[src/rtl/shd_pkg.sv]
package shd_pkg;
  localparam int unsigned SHD_DEF_WIDTH = 8;
  typedef enum logic {
    MODE_FUNC  = 1'b0,
    MODE_SHIFT = 1'b1
  } shd_mode_e;
endpackage

[src/rtl/shd_scan_cell.sv]
module shd_scan_cell
  import shd_pkg::*;
(
  input  logic clk,
  input  logic rst,
  input  logic tc,
  input  logic d,
  input  logic si,
  output logic q
);
  shd_mode_e mode;
  logic      nxt;

  always_comb begin
    mode = shd_mode_e'(tc);
    nxt  = (mode == MODE_SHIFT) ? si : d;
  end

  always_ff @(posedge clk) begin
    if (rst) q <= 1'b0;
    else     q <= nxt;
  end

  // functional capture
  p_func_capture_r3: assert property (@(posedge clk) disable iff (rst)
    !tc |=> q == $past(d));
  // serial shift
  p_shift_capture_r4: assert property (@(posedge clk) disable iff (rst)
    tc |=> q == $past(si));

  p_reset_clear_r1: assert property (@(posedge clk)
    rst |=> q == 1'b0);
endmodule

[src/rtl/shd_hold_stage.sv]
module shd_hold_stage (
  input  logic clk,
  input  logic rst,
  input  logic hold,
  input  logic d,
  output logic q
);
  always_ff @(posedge clk) begin
    if (rst)       q <= 1'b0;
    else if (hold) q <= d;
  end

  // frozen while hold low
  p_frozen_r6: assert property (@(posedge clk) disable iff (rst)
    !hold |=> $stable(q));
  // takes pre-edge flip-flop value
  p_apply_r7: assert property (@(posedge clk) disable iff (rst)
    hold |=> q == $past(d));

  p_reset_prio_r2: assert property (@(posedge clk)
    rst |=> q == 1'b0);
endmodule

[src/rtl/shd_cell.sv]
module shd_cell (
  input  logic clk,
  input  logic rst,
  input  logic tc,
  input  logic hold,
  input  logic d,
  input  logic si,
  output logic ff_q,
  output logic hold_q
);
  shd_scan_cell u_scan (
    .clk (clk),
    .rst (rst),
    .tc  (tc),
    .d   (d),
    .si  (si),
    .q   (ff_q)
  );

  shd_hold_stage u_hold (
    .clk  (clk),
    .rst  (rst),
    .hold (hold),
    .d    (ff_q),
    .q    (hold_q)
  );
endmodule

[src/rtl/shd_chain.sv]
module shd_chain
  import shd_pkg::*;
#(
  parameter int unsigned WIDTH = SHD_DEF_WIDTH
) (
  input  logic             clk,
  input  logic             rst,
  input  logic             tc,
  input  logic             hold,
  input  logic [WIDTH-1:0] din,
  input  logic             sin,
  output logic [WIDTH-1:0] pout,
  output logic             sout
);
  localparam int unsigned LAST = WIDTH - 1;

  logic [WIDTH-1:0] ff_vec;
  logic [WIDTH-1:0] ser_in;

  assign ser_in[0] = sin;

  genvar k;
  generate
    for (k = 0; k < WIDTH; k++) begin : g_cell
      if (k > 0) begin : g_link
        assign ser_in[k] = ff_vec[k-1];
      end
      shd_cell u_cell (
        .clk    (clk),
        .rst    (rst),
        .tc     (tc),
        .hold   (hold),
        .d      (din[k]),
        .si     (ser_in[k]),
        .ff_q   (ff_vec[k]),
        .hold_q (pout[k])
      );
    end
  endgenerate

  assign sout = ff_vec[LAST];

  // serial path keeps moving while held outputs are frozen
  p_serial_tap_r5: assert property (@(posedge clk) disable iff (rst)
    (tc && !hold) |=> (sout == $past(ff_vec[LAST-1 > 0 ? LAST-1 : 0]) || WIDTH == 1) && $stable(pout));
endmodule

[config.mk]
export PLATFORM = sky130hd
export DESIGN_NAME = shd_chain
export DESIGN_NICKNAME = d
export VERILOG_FILES = /design/src/rtl/shd_pkg.sv /design/src/rtl/shd_scan_cell.sv /design/src/rtl/shd_hold_stage.sv /design/src/rtl/shd_cell.sv /design/src/rtl/shd_chain.sv
export SDC_FILE = /design/constraint.sdc
export NUM_CORES = 1
export LEC_CHECK = 0
export BUFFER_PORTS_ARGS = -buffer_cell sky130_fd_sc_hd__buf_2
export CAP_MARGIN = 5
export CORE_AREA = 2 2 39 41
export CTS_CLUSTER_DIAMETER = 120
export CTS_CLUSTER_SIZE = 24
export DETAILED_ROUTE_END_ITERATION = 7
export DIE_AREA = 0 0 41 43
export GPL_ROUTABILITY_DRIVEN = 0
export GPL_TIMING_DRIVEN = 1
export PLACE_DENSITY = 0.69
export SLEW_MARGIN = 40
export SYNTH_ARGS = -nofsm -noshare
export SYNTH_HDL_FRONTEND = slang
export SYNTH_HIERARCHICAL = 1
export SYNTH_SLANG_ARGS = --single-unit
[constraint.sdc]
create_clock -name clk -period 2.18 [get_ports clk]
set_clock_uncertainty 0.15 [all_clocks]
set_input_delay 0.109 -clock clk [delete_from_list [all_inputs] [get_ports clk]]
set_output_delay 0.109 -clock clk [all_outputs]
set_load 0.05 [all_outputs]
==> load_flow_metrics.sql, run 1 <==
INSERT INTO impl_metrics (metric_group, metric, value, unit) VALUES
('synth', 'synth-seq-cells', '16', ''),
('place', 'buffer_ports.inserted', '21', ''),
('synth', 'syn_nets', '61', ''),
('place', 'pre_cts_slack', '1260', 'ps'),
('clock_network', 'clock_insertion_delay_worst_skew', '280', 'ps'),
('timing', 'timing_max_transition_violations_final', '0', ''),
('final_layout', 'nets', '96', ''),
('critical_path', 'crit_path_end_kind', 'register', ''),
('pwr', 'power', '0.588', 'mW'),
('synth', 'avgSynthCellArea', '11.3', 'sq um'),
('final_layout', 'drive_above_1_share', '30.5', '%'),
('drt', 'drt_pre_antenna_iters', '3', ''),
('drt', 'drtIter0Drc', '8', ''),
('pwr', 'worst_ir_drop_vdd', '0.000367', 'V'),
('floorplan', 'io_pins', '22', ''),
('drt', 'dr_total_vias', '428', ''),
('drt', 'route.final.wire_length', '1020', 'microns'),
('drt', 'routed_via_density', '4.37', ''),
('critical_path', 'worstSetupStartpointType', 'primary input', ''),
('synth', 'yosys.cell_types.count', '3', ''),
('timing', 'max_freq', '680', 'MHz'),
('global_route', 'grtUsageTotal', '13.8', '%'),
('place', 'post-dp-hpwl', '649', 'microns'),
('timing', 'layout_min_cycle_time', '1470', 'ps'),
('flow_run', 'cap_viol_max_count', '0', ''),
('pwr', 'total_power_divided_by_cell_area', '742', 'nW/um^2'),
('timing', 'hold-worst-slack', '21.7', 'ps'),
('critical_path', 'worst_path_maximum_fanout', '1', ''),
('clock_network', 'cts_buffers', '3', ''),
('place', 'placed_cell_area', '666', 'sq um'),
('timing', 'grt_setup_unrepaired', 'false', ''),
('floorplan', 'floorplan.initialDensity', '39.1', '%'),
('synth', 'synth-seq-area-share', '59.3', '%'),
('timing', 'finalSetupTns', '0', 'ps'),
('worst_hold_path', 'min_path_type', 'primary input to register', ''),
('timing', 'finalSetupViolations', '0', ''),
('drt', 'drt-wirelength-per-cell', '10.4', 'microns'),
('clock_network', 'cts_resized', '0', ''),
('final_layout', 'insertedDiodeCount', '0', ''),
('clock_network', 'cts.htree.levels', '1', ''),
('critical_path', 'worstPathArrival', '1490', 'ps'),
('timing', 'setup_ws', '710', 'ps'),
('clock_network', 'cts_tree', 'done', ''),
('pwr', 'power_leakage', '0.407', 'nW'),
('floorplan', 'die-area', '1760', 'sq um'),
('drt', 'drcViolationCount', '0', ''),
('global_route', 'globalRoute.totalOverflow', '0', ''),
('timing', 'finalCritPeriodShare', '67.5', '%'),
('final_layout', 'final_cell_area', '792', 'sq um'),
('global_route', 'initial_antenna_violation_count', '0', ''),
('critical_path', 'setup.worst_path.class', 'primary input to register', ''),
('final_layout', 'final-instance-count-excl-fill', '98', ''),
('synth', 'ys.warnings.count', '6', ''),
('run_status', 'outcome', 'completed', ''),
('clock_network', 'cts.root.buffer_cell', 'sky130_fd_sc_hd__clkbuf_4', ''),
('floorplan', 'core_area', '1380', 'sq um'),
('clock_network', 'clk_path_buf_depth', '2', ''),
('floorplan', 'number_of_rows_created_at_floorplan', '14', ''),
('global_route', 'grt_first_pass_wirelength', '1530', 'microns'),
('timing', 'final-hold-violation-count', '0', ''),
('clock_network', 'numClockSinks', '16', ''),
('synth', 'synth_cells', '48', ''),
('place', 'placed_cells', '85', ''),
('floorplan', 'die-height', '43', 'microns'),
('synth', 'syn_area', '541', 'sq um'),
('clock_network', 'clkSlewWorstSetupHoldPaths', '90', 'ps'),
('drt', 'route.antenna.remaining_nets', '0', ''),
('timing', 'max_slew.worst_pin.slew', '271', 'ps'),
('clock_network', 'cts_setup_buffers', '0', ''),
('global_route', 'grt_pass1_vias', '358', ''),
('final_layout', 'fillCellCount', '131', ''),
('final_layout', 'synthToLayoutAreaGrowth', '46.5', '%'),
('final_layout', 'share_of_the_core_filled_with_cells', '57.2', '%'),
('timing', 'max_slew_margin', '82.0', '%'),
('global_route', 'grt_max_degree', '17', ''),
('clock_network', 'post_cts_hold_buffer_count', '9', ''),
('critical_path', 'crit_required', '2200', 'ps'),
('floorplan', 'fp.dieW', '41', 'microns');
## sequential cells by signal, indices dropped and copies added (netlist names)
signal,cells
g_cell.u_cell/u_scan/q,8
g_cell.u_cell/u_hold/q,8
## cells in the final DEF, fill, tap and decap left out
| cell type | instances |
|---|---|
| sky130_fd_sc_hd__clkbuf_4 | 3 |
| sky130_fd_sc_hd__dlygate4sd3_1 | 9 |
| sky130_fd_sc_hd__mux2i_1 | 16 |
| sky130_fd_sc_hd__dfxtp_1 | 16 |
| sky130_fd_sc_hd__nor2_1 | 16 |
| sky130_fd_sc_hd__buf_2 | 21 |
| sky130_fd_sc_hd__clkbuf_8 | 1 |
## logic make-up after synthesis
logic type / synth area share (%)
and+or+nand+nor: 11.1
muxes: 29.6
DFF: 59.3
## final timing paths
check        slack, ps                 startpoint                        end  cells after the start
max                710                     din[0]  g_cell[0].u_cell/u_scan/q                      5
min                 20                        rst  g_cell[0].u_cell/u_scan/q                      2
max reg2reg       1410  g_cell[0].u_cell/u_scan/q  g_cell[1].u_cell/u_scan/q                      2
min reg2reg        340  g_cell[3].u_cell/u_hold/q  g_cell[3].u_cell/u_hold/q                      2
## synth_stat cells, drive strengths merged
library cell  instances  area [sq um]
dfxtp                16           320
mux2i                16           160
nor2                 16          60.1
## report_power, final
part,switching (mW),internal [mW]
combinational,0.0482,0.0383
clock,0.0865,0.101
sequential,0.00669,0.307
total,0.141,0.446
## layout make-up
| cell class | instances | area (sq um) | area share [%] |
|---|---|---|---|
| sequential | 16 | 320 | 40.4 |
| multi-input combinational | 32 | 220 | 27.8 |
| timing repair buffer | 30 | 195 | 24.6 |
| clock buffer | 4 | 36.3 | 4.58 |
| tap | 16 | 20.0 | 2.53 |
## critical path, stage by stage
cell                            delay [ps]
sky130_fd_sc_hd__dlygate4sd3_1         530
sky130_fd_sc_hd__buf_2                 120
sky130_fd_sc_hd__mux2i_1               120
sky130_fd_sc_hd__dlygate4sd3_1         570
sky130_fd_sc_hd__nor2_1                 40
## routing by layer
| layer | routed length [microns] | global-route usage [%] | vias up |
|---|---|---|---|
| li1 | - | - | 228 |
| met3 | 47 | 3.14 | 2 |
| met4 | 27 | 14.0 | 0 |
| met5 | 0 | 0 | - |
| met1 | 466 | 14.4 | 187 |
| met2 | 473 | 20.6 | 11 |
No activity file was read; power rests on OpenSTA's default activity.
==> run 2, diff against run 1 <==
--- a/config.mk
+++ b/config.mk
@@ -5,16 +5,17 @@
 export SDC_FILE = /design/constraint.sdc
 export NUM_CORES = 1
 export LEC_CHECK = 0
+export ABC_AREA = 1
 export BUFFER_PORTS_ARGS = -buffer_cell sky130_fd_sc_hd__buf_2
 export CAP_MARGIN = 5
-export CORE_AREA = 2 2 39 41
+export CORE_AREA = 2 2 42 44
 export CTS_CLUSTER_DIAMETER = 120
 export CTS_CLUSTER_SIZE = 24
 export DETAILED_ROUTE_END_ITERATION = 7
-export DIE_AREA = 0 0 41 43
+export DIE_AREA = 0 0 44 46
 export GPL_ROUTABILITY_DRIVEN = 0
 export GPL_TIMING_DRIVEN = 1
-export PLACE_DENSITY = 0.69
+export PLACE_DENSITY = 0.73
 export SLEW_MARGIN = 40
 export SYNTH_ARGS = -nofsm -noshare
 export SYNTH_HDL_FRONTEND = slang
==> constraint.sdc (replaced) <==
create_clock -name clk -period 1.45 [get_ports clk]
set_clock_uncertainty 0.15 [all_clocks]
set_input_delay 0.0725 -clock clk [delete_from_list [all_inputs] [get_ports clk]]
set_output_delay 0.0725 -clock clk [all_outputs]
set_load 0.05 [all_outputs]
==> run 2 against run 1 <==
- sequential share of layout area is 7.1 points lower
- setup slack worse by 660 ps
- design area is 21% higher
- sequential cell count stayed put
- register-to-register slack worse by 740 ps
==> load_flow_metrics.sql, run 2 <==
INSERT INTO impl_metrics (metric_group, metric, value, unit) VALUES
('pwr', 'worst_ir_drop_vdd', '0.000455', 'V'),
('synth', 'synth.area.top_cells', 'sky130_fd_sc_hd__dfxtp_1, sky130_fd_sc_hd__inv_1, sky130_fd_sc_hd__nand2_1', ''),
('final_layout', 'drive_above_1_share', '27.6', '%'),
('synth', 'yosys.cell_types.count', '5', ''),
('drt', 'route.antenna.remaining_nets', '0', ''),
('drt', 'top_signal_layer_used', 'met4', ''),
('timing', 'timing_max_transition_violations_final', '0', ''),
('synth', 'edff_count_synth', '0', ''),
('synth', 'multiplexer_fraction_of_the_synthesized_cell_area', '0', '%'),
('drt', 'routed_via_density', '4.11', ''),
('global_route', 'globalRoute.totalOverflow', '0', ''),
('synth', 'ys.warnings.count', '6', ''),
('place', 'buffer_ports.inserted', '21', ''),
('critical_path', 'worst_path_maximum_fanout', '1', ''),
('synth', 'post_synthesis_share_of_cell_area_spent_on_xor_and_xnor_gates', '0', '%'),
('clock_network', 'clkSlewWorstSetupHoldPaths', '90', 'ps'),
('final_layout', 'nets', '160', ''),
('clock_network', 'cts_setup_buffers', '0', ''),
('global_route', 'grtUsageTotal', '14.4', '%'),
('global_route', 'grt_pass1_vias', '498', ''),
('floorplan', 'die-height', '46', 'microns'),
('final_layout', 'insertedDiodeCount', '0', ''),
('drt', 'dr_wl_met2', '625', 'microns'),
('critical_path', 'cp_num_buf_inv', '3', ''),
('global_route', 'initial_antenna_violation_count', '0', ''),
('final_layout', 'share_of_the_core_filled_with_cells', '59.5', '%'),
('critical_path', 'worstSetupStartpointType', 'primary input', ''),
('synth', 'synth-seq-cells', '16', ''),
('synth', 'yosys.area_share.adder', '0', '%'),
('final_layout', 'ff_latch_area', '320', 'sq um'),
('drt', 'drt-wirelength-per-cell', '7.88', 'microns'),
('pwr', 'total_power_divided_by_cell_area', '956', 'nW/um^2'),
('final_layout', 'multi_input_comb_area', '280', 'sq um'),
('floorplan', 'floorplan.initialDensity', '44.7', '%'),
('synth', 'synth-seq-area-share', '44.4', '%'),
('synth', 'yosysTopAreaCellShare', '44.4', '%'),
('drt', 'route.final.wire_length', '1280', 'microns'),
('global_route', 'grt_max_degree', '17', ''),
('drt', 'drt_pre_antenna_iters', '4', ''),
('drt', 'met3_wirelength', '49', 'microns'),
('run_status', 'outcome', 'completed', ''),
('flow_run', 'cap_viol_max_count', '0', ''),
('critical_path', 'crit_path_end_kind', 'register', ''),
('synth', 'synth_cells', '112', ''),
('timing', 'finalSetupViolations', '0', ''),
('drt', 'wirelength_met1', '584', 'microns'),
('place', 'post-dp-hpwl', '862', 'microns'),
('synth', 'synth_compound_area_share', '0', '%'),
('synth', 'synth_simple_gate_area_share', '38.9', '%'),
('timing', 'max_slew.worst_pin.slew', '286', 'ps'),
('final_layout', 'layout.cells.most_common_list', 'sky130_fd_sc_hd__inv_1, sky130_fd_sc_hd__nand2_1, sky130_fd_sc_hd__buf_2', ''),
('synth', 'syn_nets', '125', ''),
('final_layout', 'reg_top3', 'g_cell.u_cell/u_hold/q x8, g_cell.u_cell/u_scan/q x8', ''),
('critical_path', 'path_common_cell', 'sky130_fd_sc_hd__dlygate4sd3_1', ''),
('clock_network', 'cts.root.buffer_cell', 'sky130_fd_sc_hd__clkbuf_4', ''),
('timing', 'layout_min_cycle_time', '1400', 'ps'),
('synth', 'postSynth.topFlopCell', 'sky130_fd_sc_hd__dfxtp_1', ''),
('synth', 'syn_area', '721', 'sq um'),
('timing', 'final-hold-violation-count', '0', ''),
('critical_path', 'r2r_setup_slk', '670', 'ps'),
('floorplan', 'number_of_rows_created_at_floorplan', '15', ''),
('drt', 'drcViolationCount', '0', ''),
('timing', 'finalSetupTns', '0', 'ps'),
('synth', 'avgSynthCellArea', '6.43', 'sq um'),
('drt', 'drtIter0Drc', '6', ''),
('floorplan', 'fp.dieW', '44', 'microns'),
('critical_path', 'critical_path.slowest_cell', 'sky130_fd_sc_hd__dlygate4sd3_1', ''),
('clock_network', 'numClockSinks', '16', ''),
('timing', 'setup_ws', '51.3', 'ps'),
('worst_hold_path', 'min_path_type', 'primary input to register', ''),
('final_layout', 'synthToLayoutAreaGrowth', '33.2', '%'),
('synth', 'post_synth_most_frequent_cells', 'sky130_fd_sc_hd__inv_1, sky130_fd_sc_hd__nand2_1, sky130_fd_sc_hd__dfxtp_1, sky130_fd_sc_hd__nor2_1, sky130_fd_sc_hd__nor2_2', ''),
('synth', 'synth_top_area_cell', 'sky130_fd_sc_hd__dfxtp_1', ''),
('clock_network', 'cts_buffers', '3', ''),
('final_layout', 'fillCellCount', '155', ''),
('floorplan', 'io_pins', '22', ''),
('critical_path', 'worstPathArrival', '1420', 'ps'),
('global_route', 'grt_first_pass_wirelength', '2080', 'microns'),
('critical_path', 'slowest_delay', '540', 'ps'),
('critical_path', 'setup.worst_path.class', 'primary input to register', ''),
('clock_network', 'clk_path_buf_depth', '2', ''),
('clock_network', 'cts_tree', 'done', ''),
('critical_path', 'crit_path_cell_trace', 'dlygate4sd3_1, buf_2, nor2_1, nor2_2, dlygate4sd3_1', ''),
('timing', 'grt_setup_unrepaired', 'false', ''),
('place', 'pre_cts_slack', '639', 'ps'),
('floorplan', 'core_area', '1610', 'sq um'),
('timing', 'max_slew_margin', '80.9', '%'),
('timing', 'max_freq', '715', 'MHz'),
('clock_network', 'cts.htree.levels', '1', ''),
('drt', 'dr_total_vias', '666', ''),
('synth', 'synth-async-reset-ratio', '0', '%'),
('pwr', 'power_leakage', '0.570', 'nW'),
('critical_path', 'crit_required', '1470', 'ps'),
('synth', 'synth_top_family_by_area', 'simple AND/OR/NAND/NOR gates', ''),
('timing', 'finalCritPeriodShare', '96.5', '%'),
('floorplan', 'die-area', '2020', 'sq um'),
('critical_path', 'top_delay_family_on_crit_path', 'buffers and inverters', ''),
('clock_network', 'clock_insertion_delay_worst_skew', '270', 'ps');
## run 2: changes by cell type after synthesis
cell                      before  now
sky130_fd_sc_hd__inv_1         0   32
sky130_fd_sc_hd__mux2i_1      16    0
sky130_fd_sc_hd__nand2_1       0   32
sky130_fd_sc_hd__nor2_2        0   16
## run 2: final cells by class
cell class / count / share of cell area, %
multi-input combinational: 64 / 29.2
clock buffer: 3 / 2.35
tap: 17 / 2.22
sequential: 16 / 33.4
timing repair buffer: 30 / 20.3
inverter: 32 / 12.5
## run 2: worst paths after layout
| path | startpoint | endpoint | cells past startpoint |
|---|---|---|---|
| max reg2reg | g_cell[1].u_cell/u_scan/q | g_cell[1].u_cell/u_hold/q | 4 |
| min reg2reg | g_cell[6].u_cell/u_hold/q | g_cell[6].u_cell/u_hold/q | 2 |
| max | din[0] | g_cell[0].u_cell/u_scan/q | 5 |
| min | tc | g_cell[4].u_cell/u_scan/q | 3 |
## run 2: metal layers
layer / vias up / global-route usage (%)
li1: 372 / -
met1: 279 / 18.4
met2: 13 / 21.5
met3: 2 / 3.57
met4: 0 / 9.09
met5: - / 0
## run 2: per-stage QoR
| stage | hold WS (ps) | power [mW] | instances | area [sq um] |
|---|---|---|---|---|
| after global placement | 152 | 0.682 | 150 | 847 |
| after global routing | 50.6 | 0.976 | 162 | 960 |
| after floorplan | 59.6 | 0.629 | 112 | 721 |
| after detailed placement | 158 | 0.687 | 150 | 847 |
| after CTS | 48.2 | 0.932 | 162 | 960 |
| final | 52.2 | 0.918 | 162 | 960 |
## run 2: kinds of logic after synthesis
family,count (synthesis)
flip-flops,16
AND/OR/NAND/NOR,64
buffers and inverters,32
## run 2: power by group
| group | internal (mW) | total, mW | switching (mW) |
|---|---|---|---|
| combinational | 0.0739 | 0.211 | 0.138 |
| sequential | 0.470 | 0.483 | 0.0133 |
| clock | 0.0962 | 0.223 | 0.127 |
| total | 0.640 | 0.918 | 0.278 |
## run 2: timing repair
item | in CTS | in global routing
resized for setup | 0 | 0
hold buffers | 9 | 0
endpoints found under the hold margin | 8 | 0
## run 2: worst min-delay path, stage by stage
cell and delay [ps]:
sky130_fd_sc_hd__buf_2 190, sky130_fd_sc_hd__nor2_1 140, sky130_fd_sc_hd__nor2_2 50
==> run 3, diff against run 2 <==
--- a/config.mk
+++ b/config.mk
@@ -8,14 +8,14 @@
 export ABC_AREA = 1
 export BUFFER_PORTS_ARGS = -buffer_cell sky130_fd_sc_hd__buf_2
 export CAP_MARGIN = 5
-export CORE_AREA = 2 2 42 44
+export CORE_AREA = 2 2 41 43
+export CTS_BUF_LIST = sky130_fd_sc_hd__clkbuf_4 sky130_fd_sc_hd__clkbuf_8
 export CTS_CLUSTER_DIAMETER = 120
 export CTS_CLUSTER_SIZE = 24
 export DETAILED_ROUTE_END_ITERATION = 7
-export DIE_AREA = 0 0 44 46
+export DIE_AREA = 0 0 43 45
 export GPL_ROUTABILITY_DRIVEN = 0
-export GPL_TIMING_DRIVEN = 1
-export PLACE_DENSITY = 0.73
+export PLACE_DENSITY = 0.76
 export SLEW_MARGIN = 40
 export SYNTH_ARGS = -nofsm -noshare
 export SYNTH_HDL_FRONTEND = slang
==> run 3 against run 2 <==
- setup slack improved by 19 ps
- global-route usage increased by 0.72 points
- total power increased by 7.7%
- register-to-register slack got worse by 20 ps
- clock power increased by 31%
- non-clock buffer count unchanged
- cell count unchanged
- sequential share of layout area decreased by 0.51 points
- largest cell class unchanged
- highest routed layer unchanged
==> load_flow_metrics.sql, run 3 (same netlist as run 2, synthesis figures left out) <==
INSERT INTO impl_metrics (metric_group, metric, value, unit) VALUES
('run_status', 'outcome', 'completed', ''),
('timing', 'finalSetupViolations', '0', ''),
('timing', 'final-hold-violation-count', '0', ''),
('pwr', 'power.clock.fraction', '29.6', '%'),
('timing', 'max_slew.worst_pin.slew', '271', 'ps'),
('drt', 'route.final.wire_length', '1280', 'microns'),
('drt', 'dr_total_vias', '648', ''),
('floorplan', 'number_of_rows_created_at_floorplan', '14', ''),
('global_route', 'globalRoute.totalOverflow', '0', ''),
('final_layout', 'synthToLayoutAreaGrowth', '35.2', '%'),
('timing', 'max_freq', '725', 'MHz'),
('final_layout', 'nets', '160', ''),
('critical_path', 'top_delay_family_on_crit_path', 'buffers and inverters', ''),
('place', 'placed_cell_area', '846', 'sq um'),
('timing', 'layout_min_cycle_time', '1380', 'ps'),
('critical_path', 'critical_path.slowest_cell', 'sky130_fd_sc_hd__dlygate4sd3_1', ''),
('timing', 'finalSetupTns', '0', 'ps'),
('final_layout', 'final_cell_area', '975', 'sq um'),
('pwr', 'power.share.switching', '29.5', '%'),
('drt', 'drt-wirelength-per-cell', '7.87', 'microns'),
('pwr', 'internal_power', '0.697', 'mW'),
('worst_hold_path', 'min-delay-start', 'tc', ''),
('pwr', 'power_leakage', '0.577', 'nW'),
('floorplan', 'die-height', '45', 'microns'),
('critical_path', 'setup.worst_path.class', 'primary input to register', ''),
('pwr', 'power.net_switching', '0.291', 'mW'),
('floorplan', 'io_pins', '22', ''),
('global_route', 'grt_max_degree', '17', ''),
('timing', 'timing_max_transition_violations_final', '0', ''),
('pwr', 'comb_power_share', '21.5', '%'),
('timing', 'hold-worst-slack', '43.1', 'ps'),
('pwr', 'worst_ir_drop_vdd', '0.000435', 'V'),
('timing', 'max_slew_margin', '81.9', '%'),
('critical_path', 'timing.rr.start', 'g_cell[5].u_cell/u_scan/q', ''),
('drt', 'drt_pre_antenna_iters', '4', ''),
('critical_path', 'worstPathArrival', '1410', 'ps'),
('floorplan', 'die-area', '1940', 'sq um'),
('drt', 'drcViolationCount', '0', ''),
('clock_network', 'numClockSinks', '16', ''),
('pwr', 'sequentialPowerShare', '48.9', '%'),
('critical_path', 'worstSetupStartpointType', 'primary input', ''),
('floorplan', 'core_area', '1470', 'sq um'),
('global_route', 'grt_first_pass_wirelength', '2190', 'microns'),
('global_route', 'grt_pass1_vias', '568', ''),
('pwr', 'power', '0.988', 'mW'),
('clock_network', 'cts.root.buffer_cell', 'sky130_fd_sc_hd__clkbuf_4', ''),
('flow_run', 'cap_viol_max_count', '0', ''),
('place', 'post-dp-hpwl', '811', 'microns'),
('final_layout', 'layout.cells.most_common_list', 'sky130_fd_sc_hd__inv_1, sky130_fd_sc_hd__nand2_1, sky130_fd_sc_hd__buf_2, sky130_fd_sc_hd__nor2_2, sky130_fd_sc_hd__dfxtp_1', ''),
('final_layout', 'insertedDiodeCount', '0', ''),
('pwr', 'total_power_divided_by_cell_area', '1010', 'nW/um^2'),
('floorplan', 'fp.dieW', '43', 'microns'),
('clock_network', 'clk_path_buf_depth', '2', ''),
('final_layout', 'reg_top3', 'g_cell.u_cell/u_hold/q x8, g_cell.u_cell/u_scan/q x8', ''),
('floorplan', 'floorplan.initialDensity', '49.0', '%'),
('clock_network', 'clock_insertion_delay_worst_skew', '280', 'ps'),
('global_route', 'grtUsageTotal', '15.1', '%'),
('place', 'buffer_ports.inserted', '21', ''),
('critical_path', 'crit_path_end_kind', 'register', ''),
('clock_network', 'cts_tree', 'done', ''),
('critical_path', 'worst_path_maximum_fanout', '1', ''),
('clock_network', 'cts_buffers', '3', ''),
('critical_path', 'crit_required', '1480', 'ps'),
('clock_network', 'clkSlewWorstSetupHoldPaths', '100', 'ps'),
('timing', 'finalCritPeriodShare', '95.2', '%'),
('critical_path', 'crit_path_cell_trace', 'dlygate4sd3_1, buf_2, nor2_2, nor2_2, dlygate4sd3_1', ''),
('drt', 'routed_via_density', '4.00', ''),
('timing', 'grt_setup_unrepaired', 'false', ''),
('drt', 'drtIter0Drc', '6', ''),
('global_route', 'initial_antenna_violation_count', '0', ''),
('worst_hold_path', 'min_path_type', 'primary input to register', ''),
('critical_path', 'slowest_delay', '540', 'ps'),
('clock_network', 'cts.htree.levels', '1', ''),
('critical_path', 'cp_num_buf_inv', '3', ''),
('drt', 'route.antenna.remaining_nets', '0', ''),
('final_layout', 'drive_above_1_share', '28.8', '%'),
('critical_path', 'timing.critical_path.from', 'din[0]', '');
==> run 3: cell types whose count changed in the layout (fill, tap and decap cells not counted) <==
cell | previous run | this run
sky130_fd_sc_hd__clkbuf_8 | 0 | 1
sky130_fd_sc_hd__nor2_1 | 16 | 15
sky130_fd_sc_hd__nor2_2 | 16 | 17
==> run 3: layer usage <==
metal / GRT usage [%] / vias up / wire (microns)
li1: - / 372 / -
met1: 18.0 / 263 / 594
met2: 26.4 / 11 / 625
met3: 1.60 / 2 / 42
met4: 9.09 / 0 / 12
met5: 0 / - / 0
==> run 3: repair_timing <==
| action | 4_1_cts | 5_1_grt |
|---|---|---|
| setup endpoints to repair | 0 | 1 |
| buffers inserted | 0 | 0 |
| resized for setup | 0 | 1 |
| hold buffers | 9 | 0 |
| hold endpoints to repair | 8 | 0 |
==> run 3: power groups by stage <==
| stage | clock network (mW) | registers (mW) | logic (mW) |
|---|---|---|---|
| 2_1_floorplan | 0 | 0.551 | 0.0782 |
| 3_3_place_gp | 0 | 0.492 | 0.189 |
| 3_5_place_dp | 0 | 0.494 | 0.192 |
| 4_1_cts | 0.305 | 0.483 | 0.212 |
| 5_1_grt | 0.317 | 0.487 | 0.237 |
| 6_report | 0.293 | 0.483 | 0.213 |
==> run 3: tightest hold or removal path, cell delays in order <==
cell and delay (ps):
sky130_fd_sc_hd__buf_2 190, sky130_fd_sc_hd__nor2_1 140, sky130_fd_sc_hd__nor2_2 50
==> run 3: final timing paths <==
kind	to	slack (ps)	cells past startpoint
max	g_cell[0].u_cell/u_scan/q	70	5
min reg2reg	g_cell[2].u_cell/u_hold/q	340	2
max reg2reg	g_cell[5].u_cell/u_hold/q	650	4
min	g_cell[4].u_cell/u_scan/q	40	3
==> run 3: cell type report <==
class	count	area, sq um
clock buffer	4	36.3
tap	16	20.0
multi-input combinational	64	283
timing repair buffer	30	195
inverter	32	120
sequential	16	320
fill	138	497
==> run 3: stage by stage <==
stage                     worst slack, ps  instances  utilization (%)
final                                69.9        162             66.2
after global routing                 22.8        162             66.2
after CTS                            72.9        162             66.1
after detailed placement              655        149             57.5
after global placement                663        149             57.5
after floorplan                       387        112                -
